File: src/rtl/mc_ctrl_pkg.sv
package mc_ctrl_pkg;

  localparam int STEP_W = 4;
  localparam int OPC_W  = 6;

  typedef enum logic [STEP_W-1:0] {
    ST_FETCH  = 4'd0,
    ST_DECODE = 4'd1,
    ST_MADDR  = 4'd2,
    ST_MREAD  = 4'd3,
    ST_LDWB   = 4'd4,
    ST_MWRITE = 4'd5,
    ST_EXEC   = 4'd6,
    ST_RWB    = 4'd7,
    ST_BRANCH = 4'd8,
    ST_JUMP   = 4'd9
  } step_e;

  localparam logic [OPC_W-1:0] OPC_LOAD  = 6'b100011;
  localparam logic [OPC_W-1:0] OPC_STORE = 6'b101011;
  localparam logic [OPC_W-1:0] OPC_RTYPE = 6'b000000;
  localparam logic [OPC_W-1:0] OPC_BEQ   = 6'b000100;
  localparam logic [OPC_W-1:0] OPC_JUMP  = 6'b000010;

  typedef enum logic [1:0] {
    B_REG   = 2'b00,
    B_FOUR  = 2'b01,
    B_IMM   = 2'b10,
    B_IMMSH = 2'b11
  } bsel_e;

  typedef enum logic [1:0] {
    ALU_ADD   = 2'b00,
    ALU_SUB   = 2'b01,
    ALU_FUNCT = 2'b10
  } amode_e;

  typedef enum logic [1:0] {
    PC_INC  = 2'b00,
    PC_ALUQ = 2'b01,
    PC_JMP  = 2'b10
  } pcsel_e;

  typedef struct packed {
    logic   pc_load;
    logic   pc_load_if_zero;
    logic   addr_from_alu;
    logic   mem_read;
    logic   mem_write;
    logic   wb_from_mem;
    logic   ir_load;
    pcsel_e pc_next_sel;
    amode_e alu_mode;
    logic   alu_a_reg;
    bsel_e  alu_b_sel;
    logic   rf_write;
    logic   rf_dest_rd;
  } ctrl_t;

  // Opcode classification used by the dispatch in the decode state
  function automatic logic opc_known(input logic [OPC_W-1:0] op);
    return (op == OPC_LOAD) || (op == OPC_STORE) || (op == OPC_RTYPE) ||
           (op == OPC_BEQ)  || (op == OPC_JUMP);
  endfunction

  function automatic step_e decode_target(input logic [OPC_W-1:0] op);
    step_e t;
    unique case (op)
      OPC_LOAD, OPC_STORE: t = ST_MADDR;
      OPC_RTYPE:           t = ST_EXEC;
      OPC_BEQ:             t = ST_BRANCH;
      OPC_JUMP:            t = ST_JUMP;
      default:             t = ST_FETCH;
    endcase
    return t;
  endfunction

endpackage

File: src/rtl/mc_ctrl_next.sv
module mc_ctrl_next
  import mc_ctrl_pkg::*;
#(
  parameter int OP_W = OPC_W
) (
  input  step_e           cur,
  input  logic [OP_W-1:0] opcode,
  output step_e           nxt,
  output logic            bad_op_evt
);

  always_comb begin
    bad_op_evt = 1'b0;
    nxt        = ST_FETCH;
    unique case (cur)
      ST_FETCH:  nxt = ST_DECODE;
      ST_DECODE: begin
        nxt        = decode_target(opcode);
        bad_op_evt = !opc_known(opcode);
      end
      ST_MADDR:  nxt = (opcode == OPC_STORE) ? ST_MWRITE : ST_MREAD;
      ST_MREAD:  nxt = ST_LDWB;
      ST_EXEC:   nxt = ST_RWB;
      ST_LDWB, ST_MWRITE, ST_RWB, ST_BRANCH, ST_JUMP: nxt = ST_FETCH;
      default:   nxt = ST_FETCH;
    endcase
  end

endmodule

File: src/rtl/mc_ctrl_streg.sv
module mc_ctrl_streg
  import mc_ctrl_pkg::*;
(
  input  logic  clk,
  input  logic  rst_n,
  input  step_e nxt,
  output step_e cur
);

  always_ff @(posedge clk or negedge rst_n) begin
    if (!rst_n) cur <= ST_FETCH;
    else        cur <= nxt;
  end

endmodule

File: src/rtl/mc_ctrl_decode.sv
module mc_ctrl_decode
  import mc_ctrl_pkg::*;
(
  input  step_e cur,
  output ctrl_t ctrl
);

  always_comb begin
    ctrl = '0;
    unique case (cur)
      ST_FETCH: begin
        ctrl.mem_read  = 1'b1;
        ctrl.ir_load   = 1'b1;
        ctrl.alu_b_sel = B_FOUR;
        ctrl.alu_mode  = ALU_ADD;
        ctrl.pc_load   = 1'b1;
        ctrl.pc_next_sel = PC_INC;
      end
      ST_DECODE: begin
        ctrl.alu_b_sel = B_IMMSH;
        ctrl.alu_mode  = ALU_ADD;
      end
      ST_MADDR: begin
        ctrl.alu_a_reg = 1'b1;
        ctrl.alu_b_sel = B_IMM;
        ctrl.alu_mode  = ALU_ADD;
      end
      ST_MREAD: begin
        ctrl.mem_read      = 1'b1;
        ctrl.addr_from_alu = 1'b1;
      end
      ST_LDWB: begin
        ctrl.rf_write    = 1'b1;
        ctrl.wb_from_mem = 1'b1;
      end
      ST_MWRITE: begin
        ctrl.mem_write     = 1'b1;
        ctrl.addr_from_alu = 1'b1;
      end
      ST_EXEC: begin
        ctrl.alu_a_reg = 1'b1;
        ctrl.alu_b_sel = B_REG;
        ctrl.alu_mode  = ALU_FUNCT;
      end
      ST_RWB: begin
        ctrl.rf_write   = 1'b1;
        ctrl.rf_dest_rd = 1'b1;
      end
      ST_BRANCH: begin
        ctrl.alu_a_reg       = 1'b1;
        ctrl.alu_b_sel       = B_REG;
        ctrl.alu_mode        = ALU_SUB;
        ctrl.pc_load_if_zero = 1'b1;
        ctrl.pc_next_sel     = PC_ALUQ;
      end
      ST_JUMP: begin
        ctrl.pc_load     = 1'b1;
        ctrl.pc_next_sel = PC_JMP;
      end
      default: ctrl = '0;
    endcase
  end

endmodule

File: src/rtl/mc_ctrl_fsm.sv
module mc_ctrl_fsm
  import mc_ctrl_pkg::*;
#(
  parameter int OP_W = OPC_W
) (
  input  logic            clk,
  input  logic            rst_n,
  input  logic [OP_W-1:0] opcode,
  output logic            pc_load,
  output logic            pc_load_if_zero,
  output logic            addr_from_alu,
  output logic            mem_read,
  output logic            mem_write,
  output logic            wb_from_mem,
  output logic            ir_load,
  output logic [1:0]      pc_next_sel,
  output logic [1:0]      alu_mode,
  output logic            alu_a_reg,
  output logic [1:0]      alu_b_sel,
  output logic            rf_write,
  output logic            rf_dest_rd,
  output logic [STEP_W-1:0] state
);

  step_e cur_step;
  step_e nxt_step;
  ctrl_t ctrl;
  logic  bad_op_evt;

  mc_ctrl_next #(.OP_W(OP_W)) u_next (
    .cur        (cur_step),
    .opcode     (opcode),
    .nxt        (nxt_step),
    .bad_op_evt (bad_op_evt)
  );

  mc_ctrl_streg u_streg (
    .clk   (clk),
    .rst_n (rst_n),
    .nxt   (nxt_step),
    .cur   (cur_step)
  );

  mc_ctrl_decode u_decode (
    .cur  (cur_step),
    .ctrl (ctrl)
  );

  assign pc_load         = ctrl.pc_load;
  assign pc_load_if_zero = ctrl.pc_load_if_zero;
  assign addr_from_alu   = ctrl.addr_from_alu;
  assign mem_read        = ctrl.mem_read;
  assign mem_write       = ctrl.mem_write;
  assign wb_from_mem     = ctrl.wb_from_mem;
  assign ir_load         = ctrl.ir_load;
  assign pc_next_sel     = ctrl.pc_next_sel;
  assign alu_mode        = ctrl.alu_mode;
  assign alu_a_reg       = ctrl.alu_a_reg;
  assign alu_b_sel       = ctrl.alu_b_sel;
  assign rf_write        = ctrl.rf_write;
  assign rf_dest_rd      = ctrl.rf_dest_rd;
  assign state           = cur_step;

endmodule

File: config.mk
export PLATFORM = sky130hd
export DESIGN_NAME = mc_ctrl_fsm
export DESIGN_NICKNAME = d
export VERILOG_FILES = /design/src/rtl/mc_ctrl_pkg.sv /design/src/rtl/mc_ctrl_next.sv /design/src/rtl/mc_ctrl_streg.sv /design/src/rtl/mc_ctrl_decode.sv /design/src/rtl/mc_ctrl_fsm.sv
export SDC_FILE = /design/constraint.sdc
export NUM_CORES = 1
export LEC_CHECK = 0
export ABC_AREA = 0
export CORE_MARGIN = 2
export CORE_UTILIZATION = 30
export CTS_CLUSTER_DIAMETER = 40
export DETAILED_ROUTE_END_ITERATION = 6
export DONT_BUFFER_PORTS = 1
export GPL_TIMING_DRIVEN = 0
export PLACE_DENSITY_LB_ADDON = 0.12
export SLEW_MARGIN = 20
export SYNTH_ARGS = -nofsm -noshare
export SYNTH_HDL_FRONTEND = slang
export SYNTH_HIERARCHICAL = 1
export SYNTH_SLANG_ARGS = --single-unit
File: constraint.sdc
create_clock -name clk -period 2.1 [get_ports clk]
set_clock_uncertainty 0.1 [all_clocks]
set_input_delay 0 -clock clk [delete_from_list [all_inputs] [get_ports clk]]
set_output_delay 0 -clock clk [all_outputs]
set_load 0.005 [all_outputs]
==> metrics.md, run 1 <==
| Metric | Value |
|---|---|
| Post-route clock period utilization | `0.970` |
| RSZ-0062 raised after global routing | `false` |
| Setup violations, final | `0` |
| Initial DRC count | `2` |
| GRT met3 Usage | `0.0375` |
| Routed vias/inst | `5.81` |
| LEAKAGE | `0.255 nW` |
| Chip Width | `43.3 microns` |
| GR Util met2 | `0.245` |
| Final setup margin | `0.0631 ns` |
| R2R Setup Slk | `0.21 ns` |
| Max stage delay cell, worst path | `dlygate4sd3_1` |
| Clock buffer count from CTS | `3` |
| Die H | `43.3 microns` |
| Fmax | `491 MHz` |
| Syn Nets | `55` |
| Worst-Skew Late Latency | `0.23 ns` |
| Nets | `72` |
| Critical Path RT | `2.16 ns` |
| FP Rows | `14` |
| Initial core utilization | `0.315` |
| Fin. max-slew vios | `0` |
| Final design utilization | `0.430` |
| Wirelength per Cell | `15.6 microns` |
| Number of vias in the routed layout | `453` |
| Largest regs | `u_streg/cur (4)` |
| Minimum clock period | `2.04 ns` |
| Bufs on Longest Clock Path | `2` |
| TNS Setup | `0 ns` |
| I/O pins | `28` |
| Design Area, Final | `633 sq um` |
| Share of cells above drive strength 1 | `0.290` |
| Ys Warns | `6` |
| PD cells | `719 nW/um^2` |
| Vias in the first global route | `441` |
| Port bufs | `0` |
| Area after DPL | `484 sq um` |
| Crit path DAT | `2.10 ns` |
| WL final | `1.22 mm` |
| Detail Placement HPWL | `819 microns` |
| Placed cell count | `63` |
| Crit end category | `flop` |
| Core area | `1470 sq um` |
| Syn Area/Cell | `9.88 sq um` |
| GR Util met1 | `0.137` |
| Slowest stage delay, CP | `0.58 ns` |
| Min Hold Slack | `0.0283 ns` |
| Worst path cell trace | `dlygate4sd3_1, nor3_4, dlygate4sd3_1, nand2_1, nor3_2, dlygate4sd3_1` |
| DP Worst Slack | `0.497 ns` |
| Worst slew pin tran | `0.487 ns` |
| DR DRC count | `0` |
| WS Path Type | `input pin to flop` |
| Clock sink total | `4` |
| Clk pin slew, worst setup/hold paths | `0.04 ns` |
| Layout area overhead | `36.4%` |
| Final hold viol count | `0` |
| Antenna-violating nets left | `0` |
| Die area | `1880 sq um` |
| Post-Layout Cell Count | `78` |
| Critical Path Start Type | `input pin` |
| Crit path buffers/inverters | `3` |
| Hold Crit Class | `input pin to flop` |
| Status | `finished clean` |
| Grt peak-use layer | `met2` |
| Max Cap Viol | `0` |
| Post-Syn Instances | `47` |
| GRT Util Overall | `0.129` |
| CP Max Fanout | `3` |
| Antenna cells | `0` |
| Max reg flops | `4` |
| Mapped Area | `464 sq um` |
| CTS root buffer | `clkbuf_4` |
| Initial antenna violation count | `0` |
| Final Wtd Congestion | `0.731` |
| Kind of cell adding the most delay to the critical path | `buffers and inverters` |
| Top reg by flops | `u_streg/cur` |
| Most used cell, CP | `dlygate4sd3_1` |
| First-pass GRT wire length | `1.85 mm` |
| GRT overflow | `0` |
| Power Total | `0.455 mW` |
| Normalized max-slew margin | `0.671` |
| Post-CTS Setup Bufs | `0` |
| Largest net degree at the start of global routing | `11` |
| CTS tree | `built` |
| Pre-Repair DR Iteration Count | `3` |
| Peak supply drop | `446 uV` |
| CTS H-tree lvls | `1` |
==> worst register-to-register path: cells and delay by family, from the launching register on <==
kind | cells | cell delay [ns]
flip-flops | 1 | 0.50
buffers and inverters | 1 | 0.57
AND/OR/NAND/NOR | 3 | 0.66
==> path summary, 6_finish.rpt <==
kind / startpoint / endpoint / cells past startpoint
setup / recovery: opcode[5] / u_streg/cur[3]$_DFF_PN0_ / 6
hold / removal: opcode[5] / u_streg/cur[1]$_DFF_PN0_ / 3
setup reg to reg: u_streg/cur[1]$_DFF_PN0_ / u_streg/cur[3]$_DFF_PN0_ / 4
hold reg to reg: u_streg/cur[3]$_DFF_PN0_ / u_streg/cur[1]$_DFF_PN0_ / 1
max in group asynchronous: rst_n / u_streg/cur[0]$_DFF_PN0_ / 2
min in group asynchronous: rst_n / u_streg/cur[1]$_DFF_PN0_ / 2
==> final cells by class <==
cell class / count / area, sq um
plain buffers: 5 / 36.3
inverters: 1 / 3.75
flip-flops and latches: 4 / 100
fillers: 148 / 838
repair buffers: 12 / 120
multi-input cells: 37 / 330
clock buffers: 3 / 22.5
well taps: 16 / 20.0
==> metal layers <==
layer	wire length (microns)	vias to the layer above
met5	0	-
met4	0	0
met3	125	0
met2	613	23
met1	478	215
li1	-	215
==> cell usage in the layout, fill, tap and decap left out, drive strengths merged, types with 2 or more instances in the layout <==
| cell type | n |
|---|---|
| nor2 | 3 |
| nor3b | 4 |
| buf | 5 |
| nor3 | 6 |
| nor4 | 2 |
| nor4b | 3 |
| dfrtp | 4 |
| dlygate4sd3 | 12 |
| and4b | 2 |
| xnor2 | 2 |
| xor2 | 2 |
| clkbuf | 3 |
==> report_power, final <==
| group | switching [mW] | internal (mW) |
|---|---|---|
| sequential | 0.0461 | 0.0913 |
| combinational | 0.113 | 0.113 |
| clock | 0.0271 | 0.0636 |
| total | 0.187 | 0.268 |
==> timing repair <==
action / in CTS / in global routing
resized for setup: 0 / 1
setup endpoints to repair: 0 / 1
hold endpoints to repair: 8 / 1
hold buffers: 10 / 3
Note: power is estimated with default switching activity, not from simulation.
==> inputs of run 2 (changes only) <==
--- a/config.mk
+++ b/config.mk
@@ -5,7 +5,8 @@
 export SDC_FILE = /design/constraint.sdc
 export NUM_CORES = 1
 export LEC_CHECK = 0
-export ABC_AREA = 0
+export ABC_AREA = 1
+export CORE_ASPECT_RATIO = 0.8
 export CORE_MARGIN = 2
 export CORE_UTILIZATION = 30
 export CTS_CLUSTER_DIAMETER = 40
==> metrics.md, run 2 <==
| Metric | Value |
|---|---|
| Chip Width | `49.2 microns` |
| R2R depth | `6` |
| Syn Nets | `98` |
| FP Rows | `13` |
| LEAKAGE | `0.366 nW` |
| CTS tree | `built` |
| Fmax | `495 MHz` |
| Die H | `40.1 microns` |
| Mapped Area | `489 sq um` |
| WL final | `1.15 mm` |
| Core area | `1580 sq um` |
| Minimum clock period | `2.02 ns` |
| Bufs on Longest Clock Path | `2` |
| Clk pin slew, worst setup/hold paths | `0.04 ns` |
| Post-route clock period utilization | `0.962` |
| Antenna cells | `0` |
| DP Worst Slack | `0.902 ns` |
| Post-CTS Setup Bufs | `0` |
| R2R Setup Slk | `0.34 ns` |
| Die area | `1970 sq um` |
| Largest regs | `u_streg/cur (4)` |
| Number of vias in the routed layout | `525` |
| Worst R2R Start | `u_streg/cur[1]$_DFF_PN0_` |
| Share of cells above drive strength 1 | `0.142` |
| Vias in the first global route | `465` |
| CTS root buffer | `clkbuf_4` |
| DR DRC count | `0` |
| Syn Area/Cell | `5.44 sq um` |
| Crit path from | `opcode[4]` |
| Wirelength per Cell | `8.99 microns` |
| Post-CTS Resized | `0` |
| Port bufs | `0` |
| Initial DRC count | `15` |
| Top sig layer | `met4` |
| Worst-Skew Late Latency | `0.23 ns` |
| Clock sink total | `4` |
| Worst slew pin tran | `0.323 ns` |
| Critical Path RT | `2.17 ns` |
| Filler Cell Count | `185` |
| RSZ-0062 raised after global routing | `false` |
| Post-Layout Cell Count | `128` |
| Crit end category | `flop` |
| Initial antenna violation count | `0` |
| Peak supply drop | `247 uV` |
| Placed cell count | `112` |
| Status | `finished clean` |
| Hold path start | `opcode[0]` |
| # hold bufs at CTS | `13` |
| Detail Placement HPWL | `873 microns` |
| Final Wtd Congestion | `0.660` |
| Setup violations, final | `0` |
| First-pass GRT wire length | `1.97 mm` |
| Routed length on met1 | `596 microns` |
| Hold Path Depth | `4` |
| Final hold viol count | `0` |
| GRT Util Overall | `0.134` |
| PD cells | `674 nW/um^2` |
| Most common cell after layout, fill and taps aside | `nand2_1` |
| CP Max Fanout | `3` |
| Max Cap Viol | `0` |
| CTS H-tree lvls | `1` |
| WS Path Type | `input pin to flop` |
| Post-Syn Instances | `90` |
| Nets | `116` |
| Routed vias/inst | `4.10` |
| Fin. max-slew vios | `0` |
| Initial core utilization | `0.310` |
| Hold Crit Endpoint | `u_streg/cur[2]$_DFF_PN0_` |
| Critical Path Start Type | `input pin` |
| GRT overflow | `0` |
| Largest net degree at the start of global routing | `10` |
| Crit path DAT | `2.09 ns` |
| Top reg by flops | `u_streg/cur` |
| Normalized max-slew margin | `0.785` |
| Clock buffer count from CTS | `3` |
| Metal3 WL | `67 microns` |
| Layout area overhead | `36.8%` |
| Met2 wire length | `475 microns` |
| TNS Setup | `0 ns` |
| Ys Warns | `6` |
| Pre-Repair DR Iteration Count | `4` |
| Commonest non-fill, non-tap cells in the layout | `nand2_1 (29), inv_1 (20), nor2_1 (17)` |
| Reg2reg end | `u_streg/cur[2]$_DFF_PN0_` |
| Final setup margin | `0.0791 ns` |
| I/O pins | `28` |
| Hold Crit Class | `input pin to flop` |
| Antenna-violating nets left | `0` |
| Max reg flops | `4` |
[run 2: worst max-delay path by stage]
stage / cells past startpoint / slack, ns / end
after floorplan: 5 / 1.03 / u_streg/cur[0]$_DFF_PN0_
after global placement: 5 / 0.89 / u_streg/cur[0]$_DFF_PN0_
after detailed placement: 5 / 0.90 / u_streg/cur[0]$_DFF_PN0_
after CTS: 6 / 0.07 / u_streg/cur[3]$_DFF_PN0_
after global routing: 6 / 0.02 / u_streg/cur[3]$_DFF_PN0_
final: 6 / 0.08 / u_streg/cur[3]$_DFF_PN0_
[run 2: layer usage]
layer	GRT usage	vias up
met2	0.209	9
met1	0.173	220
met5	0	-
met4	0.0643	0
li1	-	294
met3	0.0410	2
[run 2: power breakdown]
group / switching [mW] / total, mW / internal (mW) / leakage [nW]
logic: 0.144 / 0.227 / 0.0836 / 0.299
registers: 0.0384 / 0.130 / 0.0918 / 0.0533
clock network: 0.0299 / 0.0937 / 0.0638 / 0.0138
[run 2: through the flow]
| stage | util | hold WS, ns | power [mW] | cell area [sq um] |
|---|---|---|---|---|
| after global placement | 0.328 | -0.396 | 0.345 | 517 |
| final | 0.424 | 0.0372 | 0.451 | 669 |
| after global routing | 0.424 | 0.0631 | 0.511 | 669 |
| after floorplan | - | -0.396 | 0.304 | 489 |
| after CTS | 0.424 | 0.0119 | 0.461 | 669 |
| after detailed placement | 0.328 | -0.395 | 0.342 | 517 |
[run 2: cell type report]
| cell class | count | area (sq um) | share of cell area |
|---|---|---|---|
| Multi-Input combinational cell | 64 | 303 | 0.452 |
| Timing Repair Buffer | 13 | 130 | 0.194 |
| Sequential cell | 4 | 100 | 0.150 |
| Inverter | 21 | 78.8 | 0.118 |
| Tap cell | 22 | 27.5 | 0.0411 |
| Clock buffer | 3 | 22.5 | 0.0336 |
| Buffer | 1 | 7.51 | 0.0112 |
[run 2: critical path, cell delays in order]
cell	delay, ns
dlygate4sd3_1	0.61
nor2_4	0.15
nand4_1	0.09
dlygate4sd3_1	0.58
a21boi_2	0.13
dlygate4sd3_1	0.54
